<file path="config.mk">
export PLATFORM = sky130hd
export DESIGN_NAME = npi_regulator
export DESIGN_NICKNAME = d
export VERILOG_FILES = /design/src/rtl/npi_pkg.sv /design/src/rtl/npi_err_stage.sv /design/src/rtl/npi_prop_gain.sv /design/src/rtl/npi_integrator.sv /design/src/rtl/npi_regulator.sv
export SDC_FILE = /design/constraint.sdc
export NUM_CORES = 2
export LEC_CHECK = 0
export BUFFER_PORTS_ARGS = -buffer_cell sky130_fd_sc_hd__buf_2
export CAP_MARGIN = 30
export CORE_ASPECT_RATIO = 0.8
export CORE_MARGIN = 2
export CORE_UTILIZATION = 60
export DETAILED_ROUTE_END_ITERATION = 10
export HOLD_SLACK_MARGIN = 0.08
export PLACE_DENSITY = 0.86
export SYNTH_ARGS = -nofsm -noshare
export SYNTH_HDL_FRONTEND = slang
export SYNTH_SLANG_ARGS = --single-unit
</file>
<file path="constraint.sdc">
create_clock -name clk_i -period 14.43 [get_ports clk_i]
set_input_delay 2.1645 -clock clk_i [delete_from_list [all_inputs] [get_ports clk_i]]
set_output_delay 2.1645 -clock clk_i [all_outputs]
set_load 0.1 [all_outputs]
</file>
<file path="src/rtl/npi_pkg.sv">
package npi_pkg;
  localparam int ACC_W = 40;
  typedef logic signed [ACC_W-1:0] acc_t;

  // round to nearest, ties up, dropping frac bits
  function automatic acc_t rnd_q(input acc_t x, input int frac);
    acc_t half;
    half = acc_t'(1) <<< (frac - 1);
    return (x + half) >>> frac;
  endfunction

  function automatic acc_t sat_q(input acc_t x, input acc_t lo, input acc_t hi);
    if (x < lo) return lo;
    if (x > hi) return hi;
    return x;
  endfunction
endpackage

</file>
<file path="src/rtl/npi_err_stage.sv">
module npi_err_stage
  import npi_pkg::*;
#(
  parameter int DW      = 16,
  parameter int FRAC    = 12,
  parameter int ADC_W   = 12,
  parameter int ADC_LSB = 11
) (
  input  logic                 clk_i,
  input  logic                 rst_ni,
  input  logic                 vld_i,
  input  logic signed [DW-1:0] sp_i,
  input  logic [ADC_W-1:0]     fb_i,
  input  logic signed [DW-1:0] band_p_i,
  input  logic signed [DW-1:0] band_i_i,
  output logic                 vld_o,
  output acc_t                 err_o,
  output logic                 in_p_o,
  output logic                 in_i_o
);
  localparam int SH = FRAC - ADC_LSB;

  acc_t err_d, mag_d;

  always_comb begin
    err_d = acc_t'(sp_i) - (acc_t'(fb_i) <<< SH);
    mag_d = (err_d < 0) ? -err_d : err_d;
  end

  always_ff @(posedge clk_i or negedge rst_ni) begin
    if (!rst_ni) begin
      vld_o  <= 1'b0;
      err_o  <= '0;
      in_p_o <= 1'b0;
      in_i_o <= 1'b0;
    end else begin
      vld_o <= vld_i;
      if (vld_i) begin
        err_o  <= err_d;
        in_p_o <= mag_d <= acc_t'(band_p_i);
        in_i_o <= mag_d <= acc_t'(band_i_i);
      end
    end
  end
endmodule

</file>
<file path="src/rtl/npi_prop_gain.sv">
module npi_prop_gain
  import npi_pkg::*;
#(
  parameter int DW   = 16,
  parameter int FRAC = 12
) (
  input  logic                 clk_i,
  input  logic                 rst_ni,
  input  logic                 vld_i,
  input  acc_t                 err_i,
  input  logic                 in_p_i,
  input  logic signed [DW-1:0] k_in_i,
  input  logic signed [DW-1:0] k_out_i,
  input  logic signed [DW-1:0] band_p_i,
  output logic                 vld_o,
  output acc_t                 p_o
);
  acc_t p_d, bend;

  always_comb begin
    bend = rnd_q((acc_t'(k_in_i) - acc_t'(k_out_i)) * acc_t'(band_p_i), FRAC);
    if (in_p_i) p_d = rnd_q(acc_t'(k_in_i) * err_i, FRAC);
    else        p_d = rnd_q(acc_t'(k_out_i) * err_i, FRAC) + ((err_i < 0) ? -bend : bend);
  end

  always_ff @(posedge clk_i or negedge rst_ni) begin
    if (!rst_ni) begin
      vld_o <= 1'b0;
      p_o   <= '0;
    end else begin
      vld_o <= vld_i;
      if (vld_i) p_o <= p_d;
    end
  end
endmodule

</file>
<file path="src/rtl/npi_integrator.sv">
module npi_integrator
  import npi_pkg::*;
#(
  parameter int DW   = 16,
  parameter int FRAC = 12
) (
  input  logic                 clk_i,
  input  logic                 rst_ni,
  input  logic                 vld_i,
  input  acc_t                 err_i,
  input  logic                 in_i_i,
  input  logic signed [DW-1:0] ki_i,
  output acc_t                 integ_o
);
  localparam acc_t ONE = acc_t'(1) <<< FRAC;

  acc_t nxt;

  always_comb nxt = sat_q(integ_o + rnd_q(acc_t'(ki_i) * err_i, FRAC), '0, ONE);

  always_ff @(posedge clk_i or negedge rst_ni) begin
    if (!rst_ni)              integ_o <= '0;
    else if (vld_i && in_i_i) integ_o <= nxt;
  end

  a_r4_hold_outside_band: assert property (@(posedge clk_i) disable iff (!rst_ni)
    (vld_i && !in_i_i) |=> $stable(integ_o));

  a_r5_integ_range: assert property (@(posedge clk_i) disable iff (!rst_ni)
    (integ_o >= 0) && (integ_o <= ONE));
endmodule

</file>
<file path="src/rtl/npi_regulator.sv">
module npi_regulator
  import npi_pkg::*;
#(
  parameter int DW      = 16,
  parameter int FRAC    = 12,
  parameter int ADC_W   = 12,
  parameter int ADC_LSB = 11,
  parameter int PMAX    = 240,
  parameter int CW      = $clog2(PMAX + 1)
) (
  input  logic                 clk_i,
  input  logic                 rst_ni,
  input  logic                 sample_vld_i,
  input  logic signed [DW-1:0] setpoint_i,
  input  logic [ADC_W-1:0]     fb_code_i,
  input  logic signed [DW-1:0] k_in_i,
  input  logic signed [DW-1:0] k_out_i,
  input  logic signed [DW-1:0] band_p_i,
  input  logic signed [DW-1:0] band_i_i,
  input  logic signed [DW-1:0] ki_i,
  output logic [CW-1:0]        count_o,
  output logic                 count_vld_o
);
  localparam acc_t ONE = acc_t'(1) <<< FRAC;

  logic e_vld, in_p, in_i, p_vld;
  acc_t err, p_term, integ, u_sat, scaled;

  npi_err_stage #(.DW(DW), .FRAC(FRAC), .ADC_W(ADC_W), .ADC_LSB(ADC_LSB)) u_err (
    .clk_i, .rst_ni, .vld_i(sample_vld_i), .sp_i(setpoint_i), .fb_i(fb_code_i),
    .band_p_i, .band_i_i, .vld_o(e_vld), .err_o(err), .in_p_o(in_p), .in_i_o(in_i));

  npi_prop_gain #(.DW(DW), .FRAC(FRAC)) u_prop (
    .clk_i, .rst_ni, .vld_i(e_vld), .err_i(err), .in_p_i(in_p),
    .k_in_i, .k_out_i, .band_p_i, .vld_o(p_vld), .p_o(p_term));

  npi_integrator #(.DW(DW), .FRAC(FRAC)) u_int (
    .clk_i, .rst_ni, .vld_i(e_vld), .err_i(err), .in_i_i(in_i), .ki_i, .integ_o(integ));

  always_comb begin
    u_sat  = sat_q(p_term + integ, '0, ONE);
    scaled = rnd_q(u_sat * acc_t'(PMAX), FRAC);
  end

  always_ff @(posedge clk_i or negedge rst_ni) begin
    if (!rst_ni) begin
      count_o     <= '0;
      count_vld_o <= 1'b0;
    end else begin
      count_vld_o <= p_vld;
      if (p_vld) count_o <= CW'(scaled);
    end
  end

  a_r7_latency: assert property (@(posedge clk_i) disable iff (!rst_ni)
    sample_vld_i |-> ##3 count_vld_o);

  a_r7_hold_between: assert property (@(posedge clk_i) disable iff (!rst_ni)
    !p_vld |=> $stable(count_o));

  a_r6_count_max: assert property (@(posedge clk_i) disable iff (!rst_ni)
    count_o <= CW'(PMAX));
endmodule

</file>
==> metrics.txt <==
final antenna-violating net count=0; Max clock buf depth=2; Req. time, crit path=14780 ps; Final Hold Slack=516 ps; layout-stage area growth over the synthesis result=7.82%; share of the synthesized area in the top cell type=0.400; post-detailed-route via-to-cell ratio=5.87; most frequent cells in the layout=1413 x inv_1, 1175 x fa_1, 762 x nand2_1; TritonCTS buffer count=9; cell occurring most often along the worst timing path=fa_1; Tot GR Track Use=0.336; worst-case setup slack after placement=-1120 ps; final-report max-slew violation count=0; met3 layer usage reported by global route=0.0804; number of cell rows=102; sequential fraction of the synthesis area=0.0463; Clock H-tree levels=3; Achievable Freq=71.6 MHz; number of input and output port buffers inserted=119; sinks on the clock net=109; worst-path fanout max=5; final hold violation count=0; Die Height=284 um; Initial Utilization=0.607; total wire length after detailed routing=163 mm; Worst Path Arrival=14320 ps; Hold-fix buffers, CTS=0; pin count of the biggest net entering global routing=71; synthesized cell area=58900 um2; final weighted congestion in routability-driven placement=1.01; flops & latches, synth=109; Starting DRT DRC Count=4796; Ports=120; layout cell share with drive strength beyond 1=0.0894; class of the worst hold path=register to register; routed wirelength normalized by instance count=19.5 um; fraction of registers with async set/reset=1.00; global routing's busiest layer=met2; number of enable-type register cells in the synthesized netlist=0; Chip Width=354 um; via count=49200; largest stage delay on the critical path=550 ps; clock-pin slew reported for the worst setup and hold paths after clock tree synthesis=100 ps; critical path start-end classification=input port to register; skew final=29.2 ps; Max stage delay cell, worst path=fa_1; number of iterations in the first detailed-routing pass=8; grt ovf=0; dominant cells by area after synthesis=fa_1 40%, ha_1 13%, inv_1 9.0%, nand2_1 4.9%, dfrtp_1 4.6%; number of antenna violations at the first check in global routing=8; CTS Root Buffer Type=clkbuf_16; via count of the first global-routing pass=52500; Synth Warn #=0; met2 global-route usage=0.524; Final setup viols=0; post-detail-place hpwl=134 mm; placeable core area=97000 um2; post-synth cell types=109; synthesized instance count=6815; clock tree from TritonCTS=built; cell taking the most area after synthesis=fa_1; global-route track usage on met1=0.458; most instantiated flip-flop cell in the synthesis netlist=dfrtp_1; wire length of the first global-routing pass=272 mm; Die ar.=101000 um2; final-stage net count=8944; fin crit share=0.969; clk_lat worst skew=420 ps; minimum period implied by the final worst setup slack=13980 ps; Worst slew margin=0.287; Critical Path End Type=register; average cell area after synthesis=8.64 um2; Remaining DRCs=0; maxcap violations=0; category of the worst setup path launch point=input port; transition at the pin with the smallest max-transition slack=1070 ps; min setup slack post-route=454 ps; most common cell after layout, fill and taps aside=inv_1; result of the run=finished clean
## state kept, by name, indices dropped and copies added (netlist names)
signal,cells
u_prop.p_o,40
u_int.integ_o,39
u_err.err_o,17
count_o,8
count_vld_o,1
u_err.in_i_o,1
u_err.in_p_o,1
u_err.vld_o,1
u_prop.vld_o,1
## final timing paths
| check | from | to | slack [ps] | cells past startpoint |
|---|---|---|---|---|
| max | k_out_i[1] | u_prop.p_o[39] | 450 | 55 |
| min | count_o[6] | count_o[6] | 520 | 1 |
| max reg2reg | u_err.err_o[2] | u_int.integ_o[1] | 2560 | 37 |
| min reg2reg | count_o[6] | count_o[6] | 520 | 1 |
| max in group asynchronous | rst_ni | u_err.err_o[11] | 11460 | 3 |
| min in group asynchronous | rst_ni | u_int.integ_o[10] | 1770 | 1 |
## cell families (layout without fill, tap and decap cells)
| group | count (synthesis) | count (layout) | share of synthesized area |
|---|---|---|---|
| AOI/OAI and AO/OA | 920 | 920 | 0.104 |
| xor gates and xnor gates | 234 | 234 | 0.0349 |
| adders and majority gates | 1768 | 1768 | 0.526 |
| buffers and inverters | 1707 | 1914 | 0.110 |
| DFF | 109 | 109 | 0.0463 |
| muxes | 42 | 42 | 0.00776 |
| other | 2 | 56 | 0.000128 |
| and+or+nand+nor | 2033 | 2033 | 0.172 |
## metrics by stage
stage	utilization	instances	area [um2]	setup TNS [ps]
2_1_floorplan	-	6864	59100	0
3_3_place_gp	0.647	8339	62800	-5900
3_5_place_dp	0.648	8342	62800	-13250
4_1_cts	0.651	8358	63100	0
5_1_grt	0.654	8371	63500	-1420
6_report	0.655	8376	63500	0
## cell type report
class | instances | area, um2
repair buffers | 482 | 3370
fillers | 7700 | 33500
diodes | 5 | 12.5
inverters | 1416 | 5320
flip-flops and latches | 109 | 2730
clock buffers | 10 | 229
well taps | 1300 | 1630
clock inverters | 6 | 65.1
multi-input cells | 5048 | 50100
## what timing repair did
| action | CTS | global route |
|---|---|---|
| endpoints found under the setup margin | 17 | 24 |
| cloned | 0 | 0 |
| buffers inserted | 0 | 10 |
| resized for setup | 17 | 64 |
| pin swaps | 0 | 25 |
## worst max-delay path, delay by kind of cell
family,cells,cell delay [ps]
buffers and inverters,10,1060
AO/OA/AOI/OAI,23,4330
adder cells (fa/ha/maj),10,4220
multiplexers,1,320
AND/OR/NAND/NOR,11,2210
## cell usage after synthesis, drive strengths merged (15+ instances only)
master / instances
or3: 15
o21ai: 194
a31oi: 54
nor3: 80
o2111ai: 15
mux2i: 16
clkbuf: 265
and3: 49
nor4: 24
nor3b: 16
mux2: 26
xnor2: 155
a21oi: 242
inv: 1414
o31ai: 22
o21a: 50
nand3: 72
o21bai: 26
xor2: 79
a211oi: 30
nand2: 762
and2: 423
dfrtp: 109
or4: 19
a21o: 110
nor2: 288
nand4: 55
fa: 1176
buf: 26
nor2b: 67
ha: 591
o211ai: 25
nand2b: 112
a21boi: 28
## per-layer routing
layer	wire (um)	share of wire
met1	64400	0.39
met2	72900	0.45
met5	26	0.00016
met4	7460	0.046
met3	18400	0.11
Power is not shown: default switching activity piles up to over one toggle a cycle in this logic, so the estimate is an artifact.
